**config.mk**
```make
export PLATFORM = sky130hd
export DESIGN_NAME = wdg_timer
export DESIGN_NICKNAME = d
export VERILOG_FILES = /design/src/rtl/wdg_pkg.sv /design/src/rtl/wdg_ctl_reg.sv /design/src/rtl/wdg_limit.sv /design/src/rtl/wdg_count.sv /design/src/rtl/wdg_timer.sv
export SDC_FILE = /design/constraint.sdc
export NUM_CORES = 1
export LEC_CHECK = 0
export BUFFER_PORTS_ARGS = -buffer_cell sky130_fd_sc_hd__buf_2
export CAP_MARGIN = 30
export CORE_ASPECT_RATIO = 0.7
export CORE_MARGIN = 5
export CORE_UTILIZATION = 42
export CTS_CLUSTER_SIZE = 30
export DETAILED_ROUTE_END_ITERATION = 8
export GPL_TIMING_DRIVEN = 0
export PLACE_DENSITY = 0.58
export SETUP_SLACK_MARGIN = 0.4
export SYNTH_ARGS = -nofsm -noshare
export SYNTH_HDL_FRONTEND = slang
export SYNTH_SLANG_ARGS = --single-unit
```
**constraint.sdc**
```tcl
create_clock -name clk -period 2.05 [get_ports clk]
set_input_delay 0 -clock clk [delete_from_list [all_inputs] [get_ports clk]]
set_output_delay 0 -clock clk [all_outputs]
set_load 0.05 [all_outputs]
```
**src/rtl/wdg_pkg.sv**
```systemverilog
package wdg_pkg;
   // control word bit positions (software-visible layout)
   localparam int unsigned EN_BIT   = 0;
   localparam int unsigned KICK_BIT = 1;
   localparam int unsigned SEL_LSB  = 2;

   function automatic int unsigned ctl_width(input int unsigned sel_w);
      return sel_w + 2;
   endfunction

   // counter width wide enough for the largest period
   function automatic int unsigned cnt_width(input int unsigned base_log2,
                                             input int unsigned sel_w);
      return base_log2 + (1 << sel_w);
   endfunction
endpackage

```
**src/rtl/wdg_ctl_reg.sv**
```systemverilog
module wdg_ctl_reg #(
   parameter int unsigned SEL_W = 3,
   localparam int unsigned CW   = wdg_pkg::ctl_width(SEL_W)
) (
   input  logic             clk,
   input  logic             por_n,
   input  logic             we,
   input  logic [CW-1:0]    wdata,
   output logic             en_q,
   output logic [SEL_W-1:0] sel_q,
   output logic [SEL_W-1:0] sel_nxt,
   output logic             kick,
   output logic [CW-1:0]    rdata
);
   import wdg_pkg::*;

   always_ff @(posedge clk or negedge por_n) begin
      if (!por_n) begin
         en_q  <= 1'b0;
         sel_q <= '0;
      end else if (we) begin
         en_q  <= wdata[EN_BIT];
         sel_q <= wdata[SEL_LSB +: SEL_W];
      end
   end

   // the code that the period latch sees in this cycle
   assign sel_nxt = we ? wdata[SEL_LSB +: SEL_W] : sel_q;
   assign kick    = we & wdata[KICK_BIT];

   always_comb begin
      rdata                   = '0;
      rdata[EN_BIT]           = en_q;
      rdata[SEL_LSB +: SEL_W] = sel_q;
   end
endmodule

```
**src/rtl/wdg_limit.sv**
```systemverilog
module wdg_limit #(
   parameter int unsigned SEL_W     = 3,
   parameter int unsigned BASE_LOG2 = 4,
   parameter bit          USE_TABLE = 1'b1,
   localparam int unsigned CNT_W    = wdg_pkg::cnt_width(BASE_LOG2, SEL_W),
   localparam int unsigned NCODE    = 1 << SEL_W,
   localparam int unsigned SH_W     = $clog2(CNT_W) + 1
) (
   input  logic             clk,
   input  logic             por_n,
   input  logic             load,
   input  logic [SEL_W-1:0] sel_nxt,
   output logic [CNT_W-1:0] lim_m1
);
   logic [SEL_W-1:0] act_q;

   always_ff @(posedge clk or negedge por_n) begin
      if (!por_n)    act_q <= '0;
      else if (load) act_q <= sel_nxt;
   end

   generate
      if (USE_TABLE) begin : g_table
         logic [CNT_W-1:0] tbl [NCODE];
         for (genvar g = 0; g < NCODE; g++) begin : g_ent
            assign tbl[g] = (CNT_W'(1) << (BASE_LOG2 + g)) - CNT_W'(1);
         end
         assign lim_m1 = tbl[act_q];
      end else begin : g_shift
         logic [SH_W-1:0] sh;
         assign sh     = SH_W'(BASE_LOG2) + SH_W'(act_q);
         assign lim_m1 = (CNT_W'(1) << sh) - CNT_W'(1);
      end
   endgenerate

   // the active period moves only on a load
   a_r8_period_held: assert property (@(posedge clk) disable iff (!por_n)
      !load |=> $stable(lim_m1));
endmodule

```
**src/rtl/wdg_count.sv**
```systemverilog
module wdg_count #(
   parameter int unsigned CNT_W = 12
) (
   input  logic             clk,
   input  logic             por_n,
   input  logic             run,
   input  logic             kick,
   input  logic             tick,
   input  logic [CNT_W-1:0] lim_m1,
   output logic             cpu_rst
);
   logic [CNT_W-1:0] cnt_q;

   always_ff @(posedge clk or negedge por_n) begin
      if (!por_n) begin
         cnt_q   <= '0;
         cpu_rst <= 1'b0;
      end else begin
         cpu_rst <= 1'b0;
         if (!run || kick) begin
            cnt_q <= '0;
         end else if (tick) begin
            if (cnt_q == lim_m1) begin
               cnt_q   <= '0;
               cpu_rst <= 1'b1;
            end else begin
               cnt_q <= cnt_q + CNT_W'(1);
            end
         end
      end
   end

   a_r3_single_clock: assert property (@(posedge clk) disable iff (!por_n)
      cpu_rst |=> !cpu_rst);
   a_r7_stopped_quiet: assert property (@(posedge clk) disable iff (!por_n)
      !run |=> !cpu_rst);
   a_r4_kick_clears: assert property (@(posedge clk) disable iff (!por_n)
      kick |=> (cnt_q == '0));
   a_r9_idle_holds: assert property (@(posedge clk) disable iff (!por_n)
      (run && !tick && !kick) |=> $stable(cnt_q));
   a_r2_within_period: assert property (@(posedge clk) disable iff (!por_n)
      cnt_q <= lim_m1);
endmodule

```
**src/rtl/wdg_timer.sv**
```systemverilog
module wdg_timer #(
   parameter int unsigned SEL_W     = 3,
   parameter int unsigned BASE_LOG2 = 4,
   parameter bit          USE_TABLE = 1'b1,
   localparam int unsigned CW       = wdg_pkg::ctl_width(SEL_W),
   localparam int unsigned CNT_W    = wdg_pkg::cnt_width(BASE_LOG2, SEL_W)
) (
   input  logic          clk,
   input  logic          por_n,
   input  logic          tick_i,
   input  logic          pwrdn_i,
   input  logic          ctl_we,
   input  logic [CW-1:0] ctl_wdata,
   output logic [CW-1:0] ctl_rdata,
   output logic          cpu_rst_o
);
   generate
      if (SEL_W < 1 || SEL_W > 4) begin : g_bad_sel
         $error("wdg_timer: SEL_W must be 1..4");
      end
      if (BASE_LOG2 < 1 || BASE_LOG2 > 16) begin : g_bad_base
         $error("wdg_timer: BASE_LOG2 must be 1..16");
      end
   endgenerate

   logic             en_q, kick, run, load;
   logic [SEL_W-1:0] sel_q, sel_nxt;
   logic [CNT_W-1:0] lim_m1;

   wdg_ctl_reg #(.SEL_W(SEL_W)) u_ctl (
      .clk(clk), .por_n(por_n), .we(ctl_we), .wdata(ctl_wdata),
      .en_q(en_q), .sel_q(sel_q), .sel_nxt(sel_nxt), .kick(kick),
      .rdata(ctl_rdata));

   assign run  = en_q & ~pwrdn_i;
   assign load = kick | ~run;

   wdg_limit #(.SEL_W(SEL_W), .BASE_LOG2(BASE_LOG2), .USE_TABLE(USE_TABLE)) u_lim (
      .clk(clk), .por_n(por_n), .load(load), .sel_nxt(sel_nxt),
      .lim_m1(lim_m1));

   wdg_count #(.CNT_W(CNT_W)) u_cnt (
      .clk(clk), .por_n(por_n), .run(run), .kick(kick), .tick(tick_i),
      .lim_m1(lim_m1), .cpu_rst(cpu_rst_o));

   a_r6_powerdown_quiet: assert property (@(posedge clk) disable iff (!por_n)
      pwrdn_i |=> !cpu_rst_o);
   a_r5_kick_not_stored: assert property (@(posedge clk) disable iff (!por_n)
      ctl_we |=> (ctl_rdata[wdg_pkg::KICK_BIT] == 1'b0));
endmodule

```
==> summary.md <==
| Metric | Value |
|---|---|
| Commonest cells after routing, fill and taps aside | dfrtp_1, buf_4, buf_2 |
| Post-DP Area | 1400 um2 |
| DRT iter0 DRCs | 54 |
| Syn_nets | 141 |
| Initial antenna violation count | 0 |
| Commonest non-fill, non-tap cell in the layout | dfrtp_1 |
| Top cell type's share of synthesized area | between 30% and 40% |
| Register bit count reported by yosys | 20 |
| Leading area contributor after synthesis | dfrtp_1 |
| Layout cell share with drive strength beyond 1 | 44.8% |
| Die W | 75.5 um |
| Post-DP HPWL | around 2.1 mm |
| Period utilization | between 90% and 100% |
| Rows | 16 |
| P_leak | between 0.6 and 0.7 nW |
| Inserted Clock Buffers | 3 |
| Final nets | ~180 |
| I/O Pins | 16 |
| Critical Path RT | 2.20 ns |
| Sequential-to-total area share from yosys stat | between 30% and 40% |
| Post-route DRC | 0 |
| Hold Crit Class | in2reg |
| Final instance area | roughly 1700 um2 |
| Primary FF master, synth | dfrtp_1 |
| P_sw | around 0.00027 W |
| Reg power frac | 45.9% |
| Internal | approximately 0.00066 W |
| Starting density of the core | 44.4% |
| Vias in the first global route | roughly 1100 |
| Die ar. | approximately 4200 um2 |
| Final setup fails | 0 |
| Fin Clk Skew | between 0.003 and 0.004 ns |
| H-Tree Depth | 1 |
| Via/cell ratio | about 5.6 |
| Mapped Area | roughly 1300 um2 |
| Max Slew Vio Count | 0 |
| Clock Sinks | 20 |
| Final GP Congestion | ~0.89 |
| Avg WL per Cell | roughly 16 um |
| CTS root buf | clkbuf_8 |
| Worst Tran Pin Value | between 0.8 and 0.9 ns |
| Post-Syn Area per Cell | 9.70 um2 |
| CP Launch Type | register |
| Peak VDD IR | 0.546 mV |
| Max-cap violations | 0 |
| Cells after Synth | 130 |
| Routed Antenna Nets | 0 |
| Synth area leaders | dfrtp_1, mux2_2, nand2_1, o21ai_0, inv_1 |
| GR Overflow Total | 0 |
| Worst-path fanout max | 6 |
| Crit path arrival time | approximately 2.1 ns |
| Fin crit period | slightly below 2 ns |
| CTS tree | built |
| Dpl ws | roughly 0.040 ns |
| ANT cells | 0 |
| Die H | ~56 um |
| First-pass GRT wire length | 5.29 mm |
| Clk_lat worst skew | roughly 0.25 ns |
| Clk slew on worst S/H paths | around 0.07 ns |
| Fmax | slightly above 500 MHz |
| Yosys warns | 0 |
| Post-synth EDFFs | 0 |
| Rel. slew slack | between 40% and 50% |
| Nature of the critical path endpoint | register |
| Clock buffer depth | 2 |
| Pwr Density | approximately 550 nW/um2 |
| Synth cell types | 48 |
| Core area | around 2800 um2 |
| Combinational share of power | 22.1% |
| CP Class | reg2reg |
| GR Util All Layers | ~16% |
| Clk pwr share | 32.0% |
| Overall Power | ~0.00093 W |
| Largest net degree at the start of global routing | 21 |
| Status | finished, final reports clean |
| Sw Share | around 29% |
| TritonRoute pass-1 iters | 4 |
| DR vias | around 1100 |
| Setup ws final | roughly 0.073 ns |
| Drt total wl | 3.12 mm |
| RSZ-0062 raised after global routing | true |
| Asr flop ratio synth | between 90% and 100% |
| Hold violation total from the final report | 0 |
| Area Growth Syn to Fin | 34.5% |
| IO Port Bufs | 12 |
what timing repair did:
| item | CTS | global route |
|---|---|---|
| endpoints found under the hold margin | 23 | 0 |
| hold buffers | 4 | 0 |
| resized for setup | 13 | 9 |
| gates cloned | 1 | 0 |
| setup endpoints to repair | 12 | 12 |
| pin swaps | 10 | 10 |
| setup buffers | 6 | 8 |
logic make-up after synthesis:
logic type | synth area share [%]
xor gates and xnor gates | 3.47
other | 0.297
DFF | 39.7
buffers and inverters | 7.54
and+or+nand+nor | 19.4
muxes | 5.36
adders and majority gates | 0.992
AOI/OAI and AO/OA | 23.2
state kept, by name (all words and copies together), names as in the netlist:
signal	cells
u_lim.act_q	3
u_cnt.cnt_q	12
u_ctl.en_q	1
u_ctl.sel_q	3
u_cnt.cpu_rst	1
cell usage after synthesis (2+ instances only):
cell type and count:
xor2_1 2, xnor2_1 3, or2_2 2, a211o_1 2, o31ai_1 3, and3_1 3
o311ai_0 2, o21ai_0 6, clkbuf_1 4, dfrtp_1 20, nor3_1 4, buf_4 2
o2111ai_1 3, mux2_2 6, inv_1 8, nand3_1 3, a21oi_1 3, nand2_1 14
or3_1 2, nand4_1 2, nor2_1 6, buf_2 3, o41ai_1 2
power groups by stage:
stage | logic (W) | registers [W] | clock network [W]
2_1_floorplan | 0.000117 | 0.000451 | 0
6_report | 0.000205 | 0.000426 | 0.000297
3_3_place_gp | 0.000177 | 0.000431 | 0
5_1_grt | 0.000220 | 0.000428 | 0.000327
4_1_cts | 0.000198 | 0.000426 | 0.000306
3_5_place_dp | 0.000181 | 0.000433 | 0
metal layers:
| layer | track usage (%) | up-vias | wire, um |
|---|---|---|---|
| met5 | 0 | - | 0 |
| met4 | 2.24 | 0 | 13 |
| met3 | 3.79 | 2 | 153 |
| met2 | 23.6 | 22 | 1390 |
| met1 | 24.3 | 560 | 1560 |
| li1 | - | 548 | - |
metrics by stage:
stage | cells | TNS [ns] | utilization [%] | hold WS, ns
floorplan | 130 | 0 | - | -0.296
global placement | 178 | 0 | 49.1 | -0.0304
detailed placement | 178 | 0 | 49.1 | -0.0177
CTS | 193 | 0 | 56.4 | 0.000997
global route | 201 | -0.0557 | 59.7 | 0.00260
finish | 201 | 0 | 59.7 | 0.00225
area by class of cell:
cell class              instances  area [um2]
well taps                      36        45.0
flip-flops and latches         20         503
inverters                       9        33.8
fillers                       241        1150
plain buffers                  11        75.1
repair buffers                 31         210
clock buffers                   4        55.1
multi-input cells              90         774
worst paths after layout:
check / startpoint / endpoint / slack, ns / cells after the start
min in group asynchronous: por_n / u_ctl.sel_q[1]$_DFF_PN0_ / 0.22 / 2
min reg2reg: u_ctl.sel_q[0]$_DFF_PN0_ / u_ctl.sel_q[0]$_DFF_PN0_ / 0.53 / 1
max in group asynchronous: por_n / u_cnt.cnt_q[8]$_DFFE_PN0P_ / 1.50 / 2
max reg2reg: u_lim.act_q[2]$_DFFE_PN0N_ / u_cnt.cnt_q[9]$_DFFE_PN0P_ / 0.07 / 7
min: ctl_wdata[3] / u_ctl.sel_q[1]$_DFF_PN0_ / 0.002 / 2
max: u_lim.act_q[2]$_DFFE_PN0N_ / u_cnt.cnt_q[9]$_DFFE_PN0P_ / 0.07 / 7
critical path, cell delays in order (launching register included):
cell and delay [ns]:
dfrtp_1 0.39, buf_6 0.14, and3b_2 0.20, o2111ai_2 0.23, o221ai_4 0.15, o21ai_4 0.31
nand3_4 0.17, o41ai_4 0.27
(Power assumes the default switching activity.)
